### src/rtl/sar_pkg.sv
package sar_pkg;

    parameter int unsigned SAR_BITS_DEF  = 8;
    parameter int unsigned PREP_EDGES_DEF = 3;

    typedef enum logic [1:0] {
        PH_PREP    = 2'd0,
        PH_RESOLVE = 2'd1,
        PH_DONE    = 2'd2
    } sar_phase_e;

    typedef struct packed {
        sar_phase_e phase;
        logic       decide;
    } sar_step_t;

    // Map an edge count (edges already taken in this frame) to the step
    // performed by the next falling edge.
    function automatic sar_step_t decode_step(input int unsigned cnt,
                                              input int unsigned prep,
                                              input int unsigned bits);
        sar_step_t s;
        if (cnt < prep) begin
            s.phase  = PH_PREP;
            s.decide = 1'b0;
        end else if (cnt < prep + bits) begin
            s.phase  = PH_RESOLVE;
            s.decide = 1'b1;
        end else begin
            s.phase  = PH_DONE;
            s.decide = 1'b0;
        end
        return s;
    endfunction

endpackage

### src/rtl/sar_frame_ctr.sv
module sar_frame_ctr #(
    parameter int unsigned FRAME_EDGES = 11,
    parameter int unsigned CNT_W       = 4
) (
    input  logic             sclk,
    input  logic             clr,
    output logic [CNT_W-1:0] edge_cnt
);
    localparam logic [CNT_W-1:0] LAST = CNT_W'(FRAME_EDGES);

    logic [CNT_W-1:0] cnt_q;

    // Counts falling edges in a frame and saturates at the frame length,
    // so the frame cannot restart without a clear.
    always_ff @(negedge sclk) begin
        if (clr) begin
            cnt_q <= '0;
        end else if (cnt_q != LAST) begin
            cnt_q <= cnt_q + 1'b1;
        end
    end

    assign edge_cnt = cnt_q;
endmodule

### src/rtl/sar_bit_resolver.sv
module sar_bit_resolver #(
    parameter int unsigned BITS = 8
) (
    input  logic            sclk,
    input  logic            clr,
    input  logic            decide,
    input  logic            cmp_hi,
    output logic [BITS-1:0] result,
    output logic [BITS-1:0] bit_mask
);
    localparam logic [BITS-1:0] MSB_ONLY = {1'b1, {(BITS-1){1'b0}}};

    logic [BITS-1:0] mask_q;

    // The one-hot mask marks the bit under test and walks toward bit 0.
    always_ff @(negedge sclk) begin
        if (clr) begin
            mask_q <= MSB_ONLY;
        end else if (decide) begin
            mask_q <= mask_q >> 1;
        end
    end

    // Each result bit is set only on the edge that tests it with a high comparator.
    for (genvar i = 0; i < BITS; i++) begin : g_bit
        logic keep_q;
        always_ff @(negedge sclk) begin
            if (clr) begin
                keep_q <= 1'b0;
            end else if (decide && mask_q[i] && cmp_hi) begin
                keep_q <= 1'b1;
            end
        end
        assign result[i] = keep_q;
    end

    assign bit_mask = mask_q;
endmodule

### src/rtl/sar_serial_out.sv
module sar_serial_out (
    input  logic sclk,
    input  logic clr,
    input  logic decide,
    input  logic cmp_hi,
    output logic dout_q
);
    // The decision reaches the line on the same edge that makes it.
    // Idle phases drive 0.
    always_ff @(negedge sclk) begin
        if (clr) begin
            dout_q <= 1'b0;
        end else begin
            dout_q <= decide ? cmp_hi : 1'b0;
        end
    end
endmodule

### src/rtl/sar_serial_seq.sv
module sar_serial_seq
    import sar_pkg::*;
#(
    parameter int unsigned BITS = SAR_BITS_DEF,
    parameter int unsigned PREP = PREP_EDGES_DEF
) (
    input  logic            sclk,
    input  logic            cs_n,
    input  logic            cmp_hi,
    output logic [BITS-1:0] trial_code,
    output logic            dout,
    output logic            dout_oe
);
    localparam int unsigned FRAME = PREP + BITS;
    localparam int unsigned CNT_W = $clog2(FRAME + 1);

    logic [CNT_W-1:0] edge_cnt;
    logic [BITS-1:0]  result;
    logic [BITS-1:0]  bit_mask;
    logic             dout_q;
    sar_step_t        step;

    sar_frame_ctr #(
        .FRAME_EDGES(FRAME),
        .CNT_W      (CNT_W)
    ) u_ctr (
        .sclk    (sclk),
        .clr     (cs_n),
        .edge_cnt(edge_cnt)
    );

    always_comb begin
        step = decode_step(32'(edge_cnt), PREP, BITS);
    end

    sar_bit_resolver #(
        .BITS(BITS)
    ) u_res (
        .sclk    (sclk),
        .clr     (cs_n),
        .decide  (step.decide),
        .cmp_hi  (cmp_hi),
        .result  (result),
        .bit_mask(bit_mask)
    );

    sar_serial_out u_out (
        .sclk  (sclk),
        .clr   (cs_n),
        .decide(step.decide),
        .cmp_hi(cmp_hi),
        .dout_q(dout_q)
    );

    assign trial_code = result | bit_mask;
    assign dout       = dout_q & ~cs_n;
    assign dout_oe    = ~cs_n;
endmodule

### config.mk
export PLATFORM = sky130hd
export DESIGN_NAME = sar_serial_seq
export DESIGN_NICKNAME = d
export VERILOG_FILES = /design/src/rtl/sar_pkg.sv /design/src/rtl/sar_frame_ctr.sv /design/src/rtl/sar_bit_resolver.sv /design/src/rtl/sar_serial_out.sv /design/src/rtl/sar_serial_seq.sv
export SDC_FILE = /design/constraint.sdc
export NUM_CORES = 1
export LEC_CHECK = 0
export BUFFER_PORTS_ARGS = -buffer_cell sky130_fd_sc_hd__buf_2
export CORE_MARGIN = 5
export CORE_UTILIZATION = 50
export DETAILED_ROUTE_END_ITERATION = 10
export PLACE_DENSITY_LB_ADDON = 0.15
export SYNTH_ARGS = -nofsm -noshare
export SYNTH_HDL_FRONTEND = slang
export SYNTH_HIERARCHICAL = 1
export SYNTH_SLANG_ARGS = --single-unit
### constraint.sdc
create_clock -name sclk -period 1.4 [get_ports sclk]
set_input_delay 0.07 -clock sclk [delete_from_list [all_inputs] [get_ports sclk]]
set_output_delay 0.07 -clock sclk [all_outputs]
set_load 0.02 [all_outputs]
# [Yosys cells after proc, flatten, opt, wreduce, memory -nomap -nowiden]
# Index checks and enable logic that the tools add are counted.
[word_totals] register_bits=21 inputBits=3 output_inout_bits=10
[classes] n_addsub=1 magnitude_cmp=2 eq_ne=1 muxes=2 bitwise_logic=4 reduce_logical=17
[op_table] op="1-bit logical AND" count=16
[op_table] op="8-bit OR" count=1
[op_table] op="4-bit by 1-bit adder with 4-bit output, second input constant" count=1
[op_table] op="4-bit by 2-bit < comparator with 1-bit output, second input constant" count=1
[op_table] op="4-bit < comparator, second input constant" count=1
[op_table] op="4-bit != test, second input constant" count=1
[op_table] op="1-bit two-way mux" count=2
[op_table] op="1-bit NOT" count=2
[op_table] op="2-bit OR reduction" count=1
[op_table] op="1-bit bitwise AND" count=1

# [Depth between registers and ports, before layout]
[depth] word_depth=5 mapped_depth=6 mapped_depth_nobuf=4

# [Hierarchy]
# Netlist, hierarchy kept.
[modules_own_cells] mod="sar_bit_resolver" n_inst=1 cells_each=62 area_per_inst_um2=616.8 seq_area_each_um2=320.3
[modules_own_cells] mod="sar_frame_ctr" n_inst=1 cells_each=20 area_per_inst_um2=201.4 seq_area_each_um2=80.1
[modules_own_cells] mod="sar_serial_seq" n_inst=1 cells_each=12 area_per_inst_um2=77.6 seq_area_each_um2=0.0
[modules_own_cells] mod="sar_serial_out" n_inst=1 cells_each=3 area_per_inst_um2=32.5 seq_area_each_um2=20.0

==> summary.txt <==
Outcome
  – Status: complete, but fails checks
  – Failing checks: negative setup slack

Synth
  – Top-area cell type share of the netlist area: 45.3%
  – Top-count cell post-synth: dfxtp_1
  – Mux contribution to synthesized area: 11.5%
  – Library cells used by synthesis: 26
  – Post-synthesis register bit count: 21
  – Cell taking the most area after synthesis: dfxtp_1
  – Synth Area in Compound Gates: 7.68%
  – Mapped Area: 928 um^2
  – Top cells by area, synth: dfxtp_1 (45%), mux2i_1 (8.6%), nor2_1 (6.9%)
  – Synthesis Warnings: 6
  – Main combinational cell family by area after synthesis: simple AND/OR/NAND/NOR gates
  – Seq/Total Area, Yosys: 45.3%
  – Post-synth EDFFs: 0
  – Post-Syn Nets: 101
  – Async set-or-reset flop fraction in the synthesized netlist: 0%
  – Top FF cell, synth: dfxtp_1
  – Simple-Gate Fraction of Synth Area: 19.9%
  – Post-Synth XOR/XNOR Area: 0.943%
  – Post-Synth Adder-Cell Area: 1.35%
  – Synthesized area per cell: 9.57 um^2
  – Post-Synthesis Cells: 97
  – Synth top cells by count: dfxtp_1 (21), nor2_1 (17)

STA
  – Slew Limit Fails: 0
  – Fin. Hold Viols: 0
  – Fin Hold WS: 0.459 ns
  – Setup TNS: -3.44 ns
  – Final worst slack: -0.402 ns
  – RSZ-0062 raised after global routing: true
  – Final setup viols: 9
  – Least-Margin Pin Slew: 0.209 ns
  – Clock Skew: 0.00600 ns
  – Slew HR: 86.1%

Clock tree
  – CTS clk-pin slew, worst paths: 0.04 ns
  – Root Buffer: clkbuf_4
  – Num Clock Sinks: 21
  – CTS H-tree lvls: 1
  – Clock latency on the worst-skew pair: 0.36 ns
  – Post-CTS Hold Buffers: 0
  – Num CTS Buffers: 3
  – Clock Path Buffers: 2
  – CTS tree: built

Power and ir drop
  – Psw: 0.398 mW
  – Sw Share: 31.0%
  – Gate power share: 12.8%
  – Worst vdd ir: 0.000662 V
  – Leakage power: 0.610 nW
  – Cell Int Power: 0.888 mW
  – Clock Power Share: 37.8%
  – Power density cells: 1060 mW/mm^2
  – Reg power frac: 49.4%

Job
  – Max-cap violation count: 0

Floorplanning
  – Top Ports: 13
  – Die Wd: 53.1 um
  – Die height: 53.1 um
  – Core Rows: 15
  – CORE AREA: 0.00175 mm^2
  – Initial core utilization: 53.2%
  – Die area: 0.00282 mm^2

Place
  – HPWL after DPL: 1060 um
  – Cells after DPL: 133
  – Routability cong.: 0.646
  – Port bufs: 12

Hold path
  – Hold Path Cell Cnt: 2
  – Hold Crit Class: reg2reg
  – Hold Path Origin: u_res/g_bit[1].keep_q
  – Hold Path Sink: u_res/g_bit[1].keep_q

Detailed routing
  – Initial DRC count: 5
  – DRT Wirelength: 1560 um
  – Pre-Repair DR Iteration Count: 4
  – DRT antenna net count: 0
  – Via density: 4.71
  – Drc violations: 0
  – Wire per inst: 9.93 um
  – Via Count: 740

GRT
  – Vias in the first global route: 724
  – Congestion Overflow GR: 0
  – Largest net degree at the start of global routing: 14
  – Global-route usage over all layers: 13.2%
  – Initial antenna violation count: 0
  – Global-route wire length before repair: 2750 um

Worst setup path
  – Worst R2R Path Depth: 5
  – CP startpoint kind: flip-flop
  – Largest stage delay, worst path: 0.31 ns
  – Crit path kind: reg2out
  – Crit-path slowest cell: dfxtp_2
  – Crit Path Max Fanout: 2
  – R2r setup slk: 0.12 ns
  – CP startpoint: u_res/bit_mask[1]
  – RR Startpoint: u_ctr/edge_cnt[0]
  – Crit path capture type: output port
  – CP cell instances: or2_4 -> buf_6
  – Reg-to-reg critical path endpoint: u_res/g_bit[7].keep_q
  – Worst Path Arrival: 1.73 ns
  – Worst EP required: 1.33 ns

Finish
  – Post-route insts no fill: 157
  – Multi-input logic area: 419 um^2
  – Diodes inserted: 0
  – Storage cell area: 429 um^2
  – Share of cells above drive strength 1: 37.9%
  – Filler Cells Inserted: 148
  – Final #Nets: 137
  – Area delta synth->final: 31.1%
## through the flow
step	total power [mW]	cell area (um^2)	utilization, %	setup WS (ns)
final	1.29	1220	69.7	-0.402
after global routing	1.39	1220	69.7	-0.446
after CTS	1.31	1180	67.8	-0.422
after detailed placement	0.893	1020	58.7	-0.0521
after global placement	0.889	1020	58.7	-0.0415
after floorplan	0.863	948	-	-0.0198
## cell usage in the layout (no fill, tap or decap), drive strengths merged, types with 2 or more instances in the layout
| master | count |
|---|---|
| dfxtp | 21 |
| mux2 | 2 |
| a21oi | 2 |
| nor2 | 17 |
| and3b | 2 |
| nor2b | 3 |
| inv | 24 |
| or2 | 8 |
| nand2b | 2 |
| mux2i | 8 |
| buf | 25 |
| a31oi | 8 |
| clkbuf | 3 |
## critical path, delay by kind of cell (launching register included)
kind / cells / cell delay [ns]
flip-flops: 1 / 0.31
AND/OR/NAND/NOR: 1 / 0.24
buffers and inverters: 1 / 0.13
## layout make-up
type / count / share of cell area (%)
Clock buffer: 3 / 1.85
Multi-Input combinational cell: 58 / 34.4
Sequential cell: 21 / 35.3
Clock inverter: 22 / 6.78
Inverter: 2 / 0.617
Tap cell: 25 / 2.57
Timing Repair Buffer: 26 / 18.5
## power groups by stage
stage / Sequential, mW / Combinational, mW / Clock [mW]
detailed placement: 0.643 / 0.144 / 0.106
floorplan: 0.643 / 0.115 / 0.106
finish: 0.635 / 0.165 / 0.486
CTS: 0.633 / 0.156 / 0.526
global route: 0.635 / 0.180 / 0.576
global placement: 0.642 / 0.141 / 0.106
## layer usage
| layer | vias to the layer above | GRT usage [%] | part of all wire, % |
|---|---|---|---|
| li1 | 380 | - | - |
| met3 | 2 | 5.92 | 3.2 |
| met1 | 350 | 13.1 | 46 |
| met2 | 8 | 22.1 | 51 |
| met4 | 0 | 8.51 | 0.58 |
| met5 | - | 0 | 0 |
## state kept, by name, summed over array words and instances, names as in the netlist
signal	count
u_res/bit_mask	8
u_res/g_bit.keep_q	8
u_ctr/edge_cnt	4
u_out/dout_q	1
## timing repair
action / in CTS / in global routing
gates cloned: 0 / 1
buffers inserted: 1 / 0
setup endpoints to repair: 9 / 11
pin swaps: 4 / 1
resized for setup: 21 / 7
## cells by family (layout without fill, tap and decap cells)
family / Yosys count / in the layout
multiplexers: 10 / 10
adder cells (fa/ha/maj): 1 / 1
AO/OA/AOI/OAI: 11 / 11
XOR/XNOR: 1 / 1
buffers and inverters: 18 / 53
AND/OR/NAND/NOR: 35 / 35
flip-flops: 21 / 21
## how the worst max path moves through the flow
stage          cells past startpoint  slack, ns            end
2_1_floorplan                      2      -0.02  trial_code[0]
3_3_place_gp                       2      -0.04  trial_code[7]
3_5_place_dp                       2      -0.05  trial_code[3]
4_1_cts                            2      -0.42  trial_code[1]
5_1_grt                            2      -0.45  trial_code[2]
6_report                           2      -0.40  trial_code[1]
(Power assumes the default switching activity.)
